### src/rtl/evt_conv_pkg.sv
package evt_conv_pkg;

    localparam int TMR_W      = 16;
    localparam int MODE_W     = 4;
    localparam logic [MODE_W-1:0] MODE_SPECIAL = 4'b1011;
    localparam int ACQ_SEL_W  = 3;
    localparam int CLK_SEL_W  = 3;
    localparam int DIV_W      = (2 ** CLK_SEL_W) - 1;
    localparam int PH_W       = 5;
    localparam int CONV_TICKS = 12;
    localparam int RES_W      = 12;

    typedef enum logic [1:0] {
        SEQ_IDLE = 2'd0,
        SEQ_ACQ  = 2'd1,
        SEQ_CONV = 2'd2
    } seq_state_e;

    typedef struct packed {
        seq_state_e        state;
        logic [DIV_W-1:0]  div_cnt;
        logic [DIV_W-1:0]  div_lim;
        logic [PH_W-1:0]   ph_cnt;
        logic [PH_W-1:0]   acq_len;
    } seq_t;

    function automatic logic [PH_W-1:0] acq_ticks(input logic [ACQ_SEL_W-1:0] sel);
        logic [PH_W-1:0] t;
        case (sel)
            3'd0:    t = 5'd0;
            3'd1:    t = 5'd2;
            3'd2:    t = 5'd4;
            3'd3:    t = 5'd6;
            3'd4:    t = 5'd8;
            3'd5:    t = 5'd12;
            3'd6:    t = 5'd16;
            default: t = 5'd20;
        endcase
        return t;
    endfunction

endpackage

### src/rtl/evt_timer_pair.sv
module evt_timer_pair #(
    parameter int TW = 16,
    parameter int NT = 2
) (
    input  logic                  clk,
    input  logic                  rst_n,
    input  logic [NT-1:0]         cnt_en,
    input  logic [NT-1:0]         clr,
    output logic [NT-1:0][TW-1:0] cnt
);

    logic [NT-1:0][TW-1:0] cnt_d, cnt_q;

    for (genvar i = 0; i < NT; i++) begin : g_tmr
        always_comb begin
            cnt_d[i] = cnt_q[i];
            if (clr[i]) begin
                cnt_d[i] = '0;
            end else if (cnt_en[i]) begin
                cnt_d[i] = cnt_q[i] + TW'(1);
            end
        end

        always_ff @(posedge clk) begin
            if (!rst_n) cnt_q[i] <= '0;
            else        cnt_q[i] <= cnt_d[i];
        end
    end

    assign cnt = cnt_q;

endmodule

### src/rtl/evt_conv_seq.sv
module evt_conv_seq
    import evt_conv_pkg::*;
(
    input  logic                 clk,
    input  logic                 rst_n,
    input  logic                 start,
    input  logic [ACQ_SEL_W-1:0] acq_sel,
    input  logic [CLK_SEL_W-1:0] clk_sel,
    output logic                 busy,
    output logic                 sample_now,
    output logic                 done
);

    seq_t seq_d, seq_q;
    logic tick;
    logic [PH_W-1:0] ph_inc;
    logic [PH_W-1:0] start_acq;
    logic [DIV_W-1:0] start_lim;

    assign tick      = (seq_q.div_cnt == seq_q.div_lim);
    assign ph_inc    = seq_q.ph_cnt + PH_W'(1);
    assign start_acq = acq_ticks(acq_sel);
    assign start_lim = DIV_W'((8'd1 << clk_sel) - 8'd1);

    always_comb begin
        seq_d      = seq_q;
        sample_now = 1'b0;
        done       = 1'b0;
        case (seq_q.state)
            SEQ_IDLE: begin
                if (start) begin
                    seq_d.div_cnt = '0;
                    seq_d.ph_cnt  = '0;
                    seq_d.div_lim = start_lim;
                    seq_d.acq_len = start_acq;
                    if (start_acq == '0) begin
                        seq_d.state = SEQ_CONV;
                        sample_now  = 1'b1;
                    end else begin
                        seq_d.state = SEQ_ACQ;
                    end
                end
            end
            SEQ_ACQ: begin
                if (tick) begin
                    seq_d.div_cnt = '0;
                    if (ph_inc == seq_q.acq_len) begin
                        seq_d.state  = SEQ_CONV;
                        seq_d.ph_cnt = '0;
                        sample_now   = 1'b1;
                    end else begin
                        seq_d.ph_cnt = ph_inc;
                    end
                end else begin
                    seq_d.div_cnt = seq_q.div_cnt + DIV_W'(1);
                end
            end
            SEQ_CONV: begin
                if (tick) begin
                    seq_d.div_cnt = '0;
                    if (ph_inc == PH_W'(CONV_TICKS)) begin
                        seq_d.state  = SEQ_IDLE;
                        seq_d.ph_cnt = '0;
                        done         = 1'b1;
                    end else begin
                        seq_d.ph_cnt = ph_inc;
                    end
                end else begin
                    seq_d.div_cnt = seq_q.div_cnt + DIV_W'(1);
                end
            end
            default: seq_d.state = SEQ_IDLE;
        endcase
    end

    always_ff @(posedge clk) begin
        if (!rst_n) begin
            seq_q.state   <= SEQ_IDLE;
            seq_q.div_cnt <= '0;
            seq_q.div_lim <= '0;
            seq_q.ph_cnt  <= '0;
            seq_q.acq_len <= '0;
        end else begin
            seq_q <= seq_d;
        end
    end

    assign busy = (seq_q.state != SEQ_IDLE);

endmodule

### src/rtl/evt_conv_stub.sv
module evt_conv_stub
    import evt_conv_pkg::*;
(
    input  logic             clk,
    input  logic             rst_n,
    input  logic             sample_now,
    input  logic [RES_W-1:0] sample_in,
    output logic [RES_W-1:0] conv_out
);

    logic [RES_W-1:0] hold_d, hold_q;

    always_comb begin
        hold_d = hold_q;
        if (sample_now) hold_d = sample_in;
    end

    always_ff @(posedge clk) begin
        if (!rst_n) hold_q <= '0;
        else        hold_q <= hold_d;
    end

    assign conv_out = hold_q;

endmodule

### src/rtl/evt_result_reg.sv
module evt_result_reg
    import evt_conv_pkg::*;
(
    input  logic             clk,
    input  logic             rst_n,
    input  logic             load,
    input  logic [RES_W-1:0] conv_out,
    input  logic             left_just,
    output logic [7:0]       res_hi,
    output logic [7:0]       res_lo
);

    localparam int PAD_W = 16 - RES_W;

    logic [RES_W-1:0] res_d, res_q;
    logic [15:0]      word;

    always_comb begin
        res_d = res_q;
        if (load) res_d = conv_out;
    end

    always_ff @(posedge clk) begin
        if (!rst_n) res_q <= '0;
        else        res_q <= res_d;
    end

    always_comb begin
        if (left_just) word = {res_q, {PAD_W{1'b0}}};
        else           word = {{PAD_W{1'b0}}, res_q};
    end

    assign res_hi = word[15:8];
    assign res_lo = word[7:0];

endmodule

### src/rtl/evt_conv_ctrl.sv
module evt_conv_ctrl
    import evt_conv_pkg::*;
(
    input  logic                 clk,
    input  logic                 rst_n,
    input  logic                 cnt_en_a,
    input  logic                 cnt_en_b,
    input  logic                 timer_sel,
    input  logic [MODE_W-1:0]    cmp_mode,
    input  logic [TMR_W-1:0]     cmp_value,
    input  logic                 conv_en,
    input  logic                 sw_start,
    input  logic [ACQ_SEL_W-1:0] acq_sel,
    input  logic [CLK_SEL_W-1:0] clk_sel,
    input  logic                 left_just,
    input  logic                 irq_clr,
    input  logic [RES_W-1:0]     sample_in,
    output logic [TMR_W-1:0]     timer_a,
    output logic [TMR_W-1:0]     timer_b,
    output logic                 busy,
    output logic                 irq_flag,
    output logic [7:0]           res_hi,
    output logic [7:0]           res_lo,
    output logic                 event_hit
);

    logic [1:0][TMR_W-1:0] tmr;
    logic [1:0]            tmr_clr;
    logic [TMR_W-1:0]      sel_tmr;
    logic                  conv_start;
    logic                  sample_now;
    logic                  conv_done;
    logic [RES_W-1:0]      conv_out;
    logic                  irq_d, irq_q;

    assign sel_tmr   = timer_sel ? tmr[1] : tmr[0];
    assign event_hit = (cmp_mode == MODE_SPECIAL) && (sel_tmr == cmp_value);
    assign tmr_clr   = event_hit ? (timer_sel ? 2'b10 : 2'b01) : 2'b00;
    assign conv_start = conv_en && (event_hit || sw_start);

    evt_timer_pair #(.TW(TMR_W), .NT(2)) u_tmr (
        .clk    (clk),
        .rst_n  (rst_n),
        .cnt_en ({cnt_en_b, cnt_en_a}),
        .clr    (tmr_clr),
        .cnt    (tmr)
    );

    evt_conv_seq u_seq (
        .clk        (clk),
        .rst_n      (rst_n),
        .start      (conv_start),
        .acq_sel    (acq_sel),
        .clk_sel    (clk_sel),
        .busy       (busy),
        .sample_now (sample_now),
        .done       (conv_done)
    );

    evt_conv_stub u_stub (
        .clk        (clk),
        .rst_n      (rst_n),
        .sample_now (sample_now),
        .sample_in  (sample_in),
        .conv_out   (conv_out)
    );

    evt_result_reg u_res (
        .clk       (clk),
        .rst_n     (rst_n),
        .load      (conv_done),
        .conv_out  (conv_out),
        .left_just (left_just),
        .res_hi    (res_hi),
        .res_lo    (res_lo)
    );

    always_comb begin
        irq_d = irq_q;
        if (conv_done)    irq_d = 1'b1;
        else if (irq_clr) irq_d = 1'b0;
    end

    always_ff @(posedge clk) begin
        if (!rst_n) irq_q <= 1'b0;
        else        irq_q <= irq_d;
    end

    assign timer_a  = tmr[0];
    assign timer_b  = tmr[1];
    assign irq_flag = irq_q;

endmodule

### config.mk
export PLATFORM = sky130hd
export DESIGN_NAME = evt_conv_ctrl
export DESIGN_NICKNAME = d
export VERILOG_FILES = /design/src/rtl/evt_conv_pkg.sv /design/src/rtl/evt_timer_pair.sv /design/src/rtl/evt_conv_seq.sv /design/src/rtl/evt_conv_stub.sv /design/src/rtl/evt_result_reg.sv /design/src/rtl/evt_conv_ctrl.sv
export SDC_FILE = /design/constraint.sdc
export NUM_CORES = 1
export LEC_CHECK = 0
export ABC_AREA = 1
export BUFFER_PORTS_ARGS = -buffer_cell sky130_fd_sc_hd__buf_2
export CORE_MARGIN = 2
export CORE_UTILIZATION = 30
export CTS_BUF_LIST = sky130_fd_sc_hd__clkbuf_8
export CTS_CLUSTER_DIAMETER = 60
export CTS_CLUSTER_SIZE = 12
export DETAILED_ROUTE_END_ITERATION = 16
export PLACE_DENSITY = 0.6
export REMOVE_ABC_BUFFERS = 1
export SLEW_MARGIN = 25
export SYNTH_ARGS = -nofsm -noshare
export SYNTH_HDL_FRONTEND = slang
export SYNTH_HIERARCHICAL = 1
export SYNTH_SLANG_ARGS = --single-unit
### constraint.sdc
create_clock -name clk -period 5 [get_ports clk]
set_clock_uncertainty 0.15 [all_clocks]
set_input_delay 1 -clock clk [delete_from_list [all_inputs] [get_ports clk]]
set_output_delay 1 -clock clk [all_outputs]
set_load 0.05 [all_outputs]
==> impl_results.md <==
- CP required: 3850 ps
- First-pass GRT wire length: 19800 µm
- Crit path top cell by count: nand2_1
- Synth Area per Inst: 6.31 µm²
- Clk_lat worst skew: 370 ps
- Die Wd: 131 µm
- Tcrit/Tclk final: 75.2%
- GRT Total Usage: 13.9%
- Relative slew slack: 59.5%
- Final Wtd Congestion: 0.865
- Clk Tree Root Cell: clkbuf_8
- Setup TNS Final: 0 ps
- Clock slew at reported path FFs: 90 ps
- Unique cell type count in the Yosys netlist: 41
- Routed len/inst: 10.8 µm
- Endpoints failing hold: 0
- GRT Max-Usage Layer: met2
- DP Wirelength: 8890 µm
- P per Cell Area: 295 nW/µm²
- Nets: 920
- Flops & latches, synth: 82
- Post-synth EDFFs: 0
- Fillers: 1774
- Max VDD drop: 0.169 mV
- Main flop type after synthesis: dfxtp_1
- Initial antenna violation count: 0
- DR DRC count: 0
- Largest net degree at the start of global routing: 34
- Area occupied by multi-input gates: 2650 µm²
- Met3 usage: 2.20%
- Setup CP Type: primary input to output pin
- Drt total wl: 11700 µm
- CTS tree: done
- Ys Warns: 6
- Max incr delay on CP: 290 ps
- Critical Path AT: 2610 ps
- Status: finished, final reports clean
- CTS Buffer Depth: 2
- Initial Util: 30.6%
- Commonest non-fill, non-tap cells in the layout: 230 x nand2_1, 129 x nor2_1, 113 x inv_1
- H-tree depth: 3
- Top cells by area, synth: dfxtp_1 34%, nand2_1 18%, nor2_1 10%
- Hold/Removal Path Class: flop to flop
- Maximum fanout along the worst path: 21
- Worst Setup End Kind: output pin
- FF+latch area: 1640 µm²
- Period minus WS final: 3760 ps
- GRT met2 Usage: 21.7%
- Synth top area share: 33.8%
- Initial drt markers: 294
- Cells after Synth: 770
- Ant diodes: 0
- Routed Antenna Nets: 0
- Post-synthesis sequential area ratio: 33.8%
- CORE AREA: 15900 µm²
- Via count of the first global-routing pass: 4153
- Total congestion overflow: 0
- Final count of pins violating max slew: 0
- CP Cell Sequence: buf_2, inv_2, nand2_1, nand2_1, nand2_1, nand2_1, nor2_1, nand2_1, nor2_1, nand3_1, inv_1, buf_2
- Area Growth Syn to Fin: 17.7%
- Cell Area, Synth: 4860 µm²
- Yosys top cell by area: dfxtp_1
- Initial DRT Pass Iterations: 5
- FP Rows: 46
- Leak: 2.73 nW
- Vias per Instance: 4.28
- Final setup violation count: 0
- Met1 Track Usage GR: 19.1%
- Setup Buffers After CTS: 0
- Clock tree sinks: 82
- I/O pin cnt: 98
- Commonest non-fill, non-tap cell in the layout: nand2_1
- Die Ht: 131 µm
- Share of cells above drive strength 1: 18.4%
- CTS Buf Count: 9
- Overall Power: 1.69 mW
- Crit start category: primary input
- Fmax: 266 MHz
- Port Buffer Count: 97
- RSZ-0062 raised after global routing: no
- Slew @ Worst Pin: 607 ps
- Die Footprint: 17200 µm²
- Synth async-reset ratio: 0%
- Hold-fix buffers, CTS: 0
- MaxCap Viol Count: 0
- PostCTS Resize Cnt: 0
- Slowest CP cell: buf_2
- Via Count: 4644
## critical path: cells and delay by family
kind,cells,cell delay [ps]
buffers and inverters,4,890
and+or+nand+nor,8,700
## final timing paths
| kind | startpoint | endpoint | slack [ps] | cells after the start |
|---|---|---|---|---|
| worst max register to register | u_tmr/cnt[23]$_SDFFE_PP0P_ | u_stub/conv_out[1]$_SDFFE_PN0P_ | 2100 | 16 |
| worst min register to register | u_res/res_q[6]$_SDFFE_PN0P_ | u_res/res_q[6]$_SDFFE_PN0P_ | 320 | 2 |
| worst min-delay path | u_res/res_q[6]$_SDFFE_PN0P_ | u_res/res_q[6]$_SDFFE_PN0P_ | 320 | 2 |
| worst max-delay path | timer_sel | event_hit | 1240 | 12 |
## per-layer routing
metal | vias to the layer above | wire length, µm
met2 | 84 | 5110
met5 | - | 0
li1 | 2545 | -
met3 | 12 | 348
met4 | 0 | 170
met1 | 2003 | 6090
## Yosys cell counts, types with 2 or more instances
master / instances
dfxtp_1: 82
xnor2_1: 10
inv_2: 5
a211oi_1: 4
o211ai_1: 2
nor2_2: 9
nand3_2: 3
inv_1: 113
buf_4: 5
ha_1: 9
nand2_1: 230
nand4_1: 6
xor2_1: 7
nor3_1: 7
nand2_2: 10
o21ai_1: 2
o21bai_1: 4
nor2_4: 6
buf_2: 4
nor2_1: 129
o21ai_0: 14
buf_6: 6
a21oi_1: 41
nand3_1: 43
nand2_4: 3
## per-stage QoR
stage	util, %	setup slack (ps)	cells	instance area [µm²]	hold slack, ps
2_1_floorplan	-	1650	753	4730	299
3_3_place_gp	34.7	1130	1069	5510	309
3_5_place_dp	34.7	991	1069	5510	312
4_1_cts	36.0	1230	1085	5720	326
5_1_grt	36.0	1030	1085	5720	344
6_report	36.0	1240	1085	5720	322
## sequential cells by signal, summed over array words and instances, names as in the netlist
signal / flops
u_tmr/cnt: 32
u_seq/seq_q: 25
u_res/res_q: 12
u_stub/conv_out: 12
irq_flag: 1
## area by class of cell
class                      count  area share, %
clock buffer                   9           2.17
inverter                     119           7.81
multi-input combinational    552           46.3
clock inverter                 7           1.44
tap                          216           4.72
sequential                    82           28.7
timing repair buffer         100           8.88
## power breakdown
part / internal [mW] / leakage [nW] / switching, mW
clock network: 0.240 / 0.0988 / 0.277
registers: 0.685 / 0.664 / 0.0297
logic: 0.153 / 1.96 / 0.300
total: 1.08 / 2.73 / 0.607
## cell families after synthesis
group                    synth area share (%)
AO/OA/AOI/OAI                            8.19
XOR/XNOR                                 3.06
buffers and inverters                    11.9
flip-flops                               33.8
adder cells (fa/ha/maj)                  2.32
AND/OR/NAND/NOR                          40.7
No activity file was read; power rests on OpenSTA's default activity.
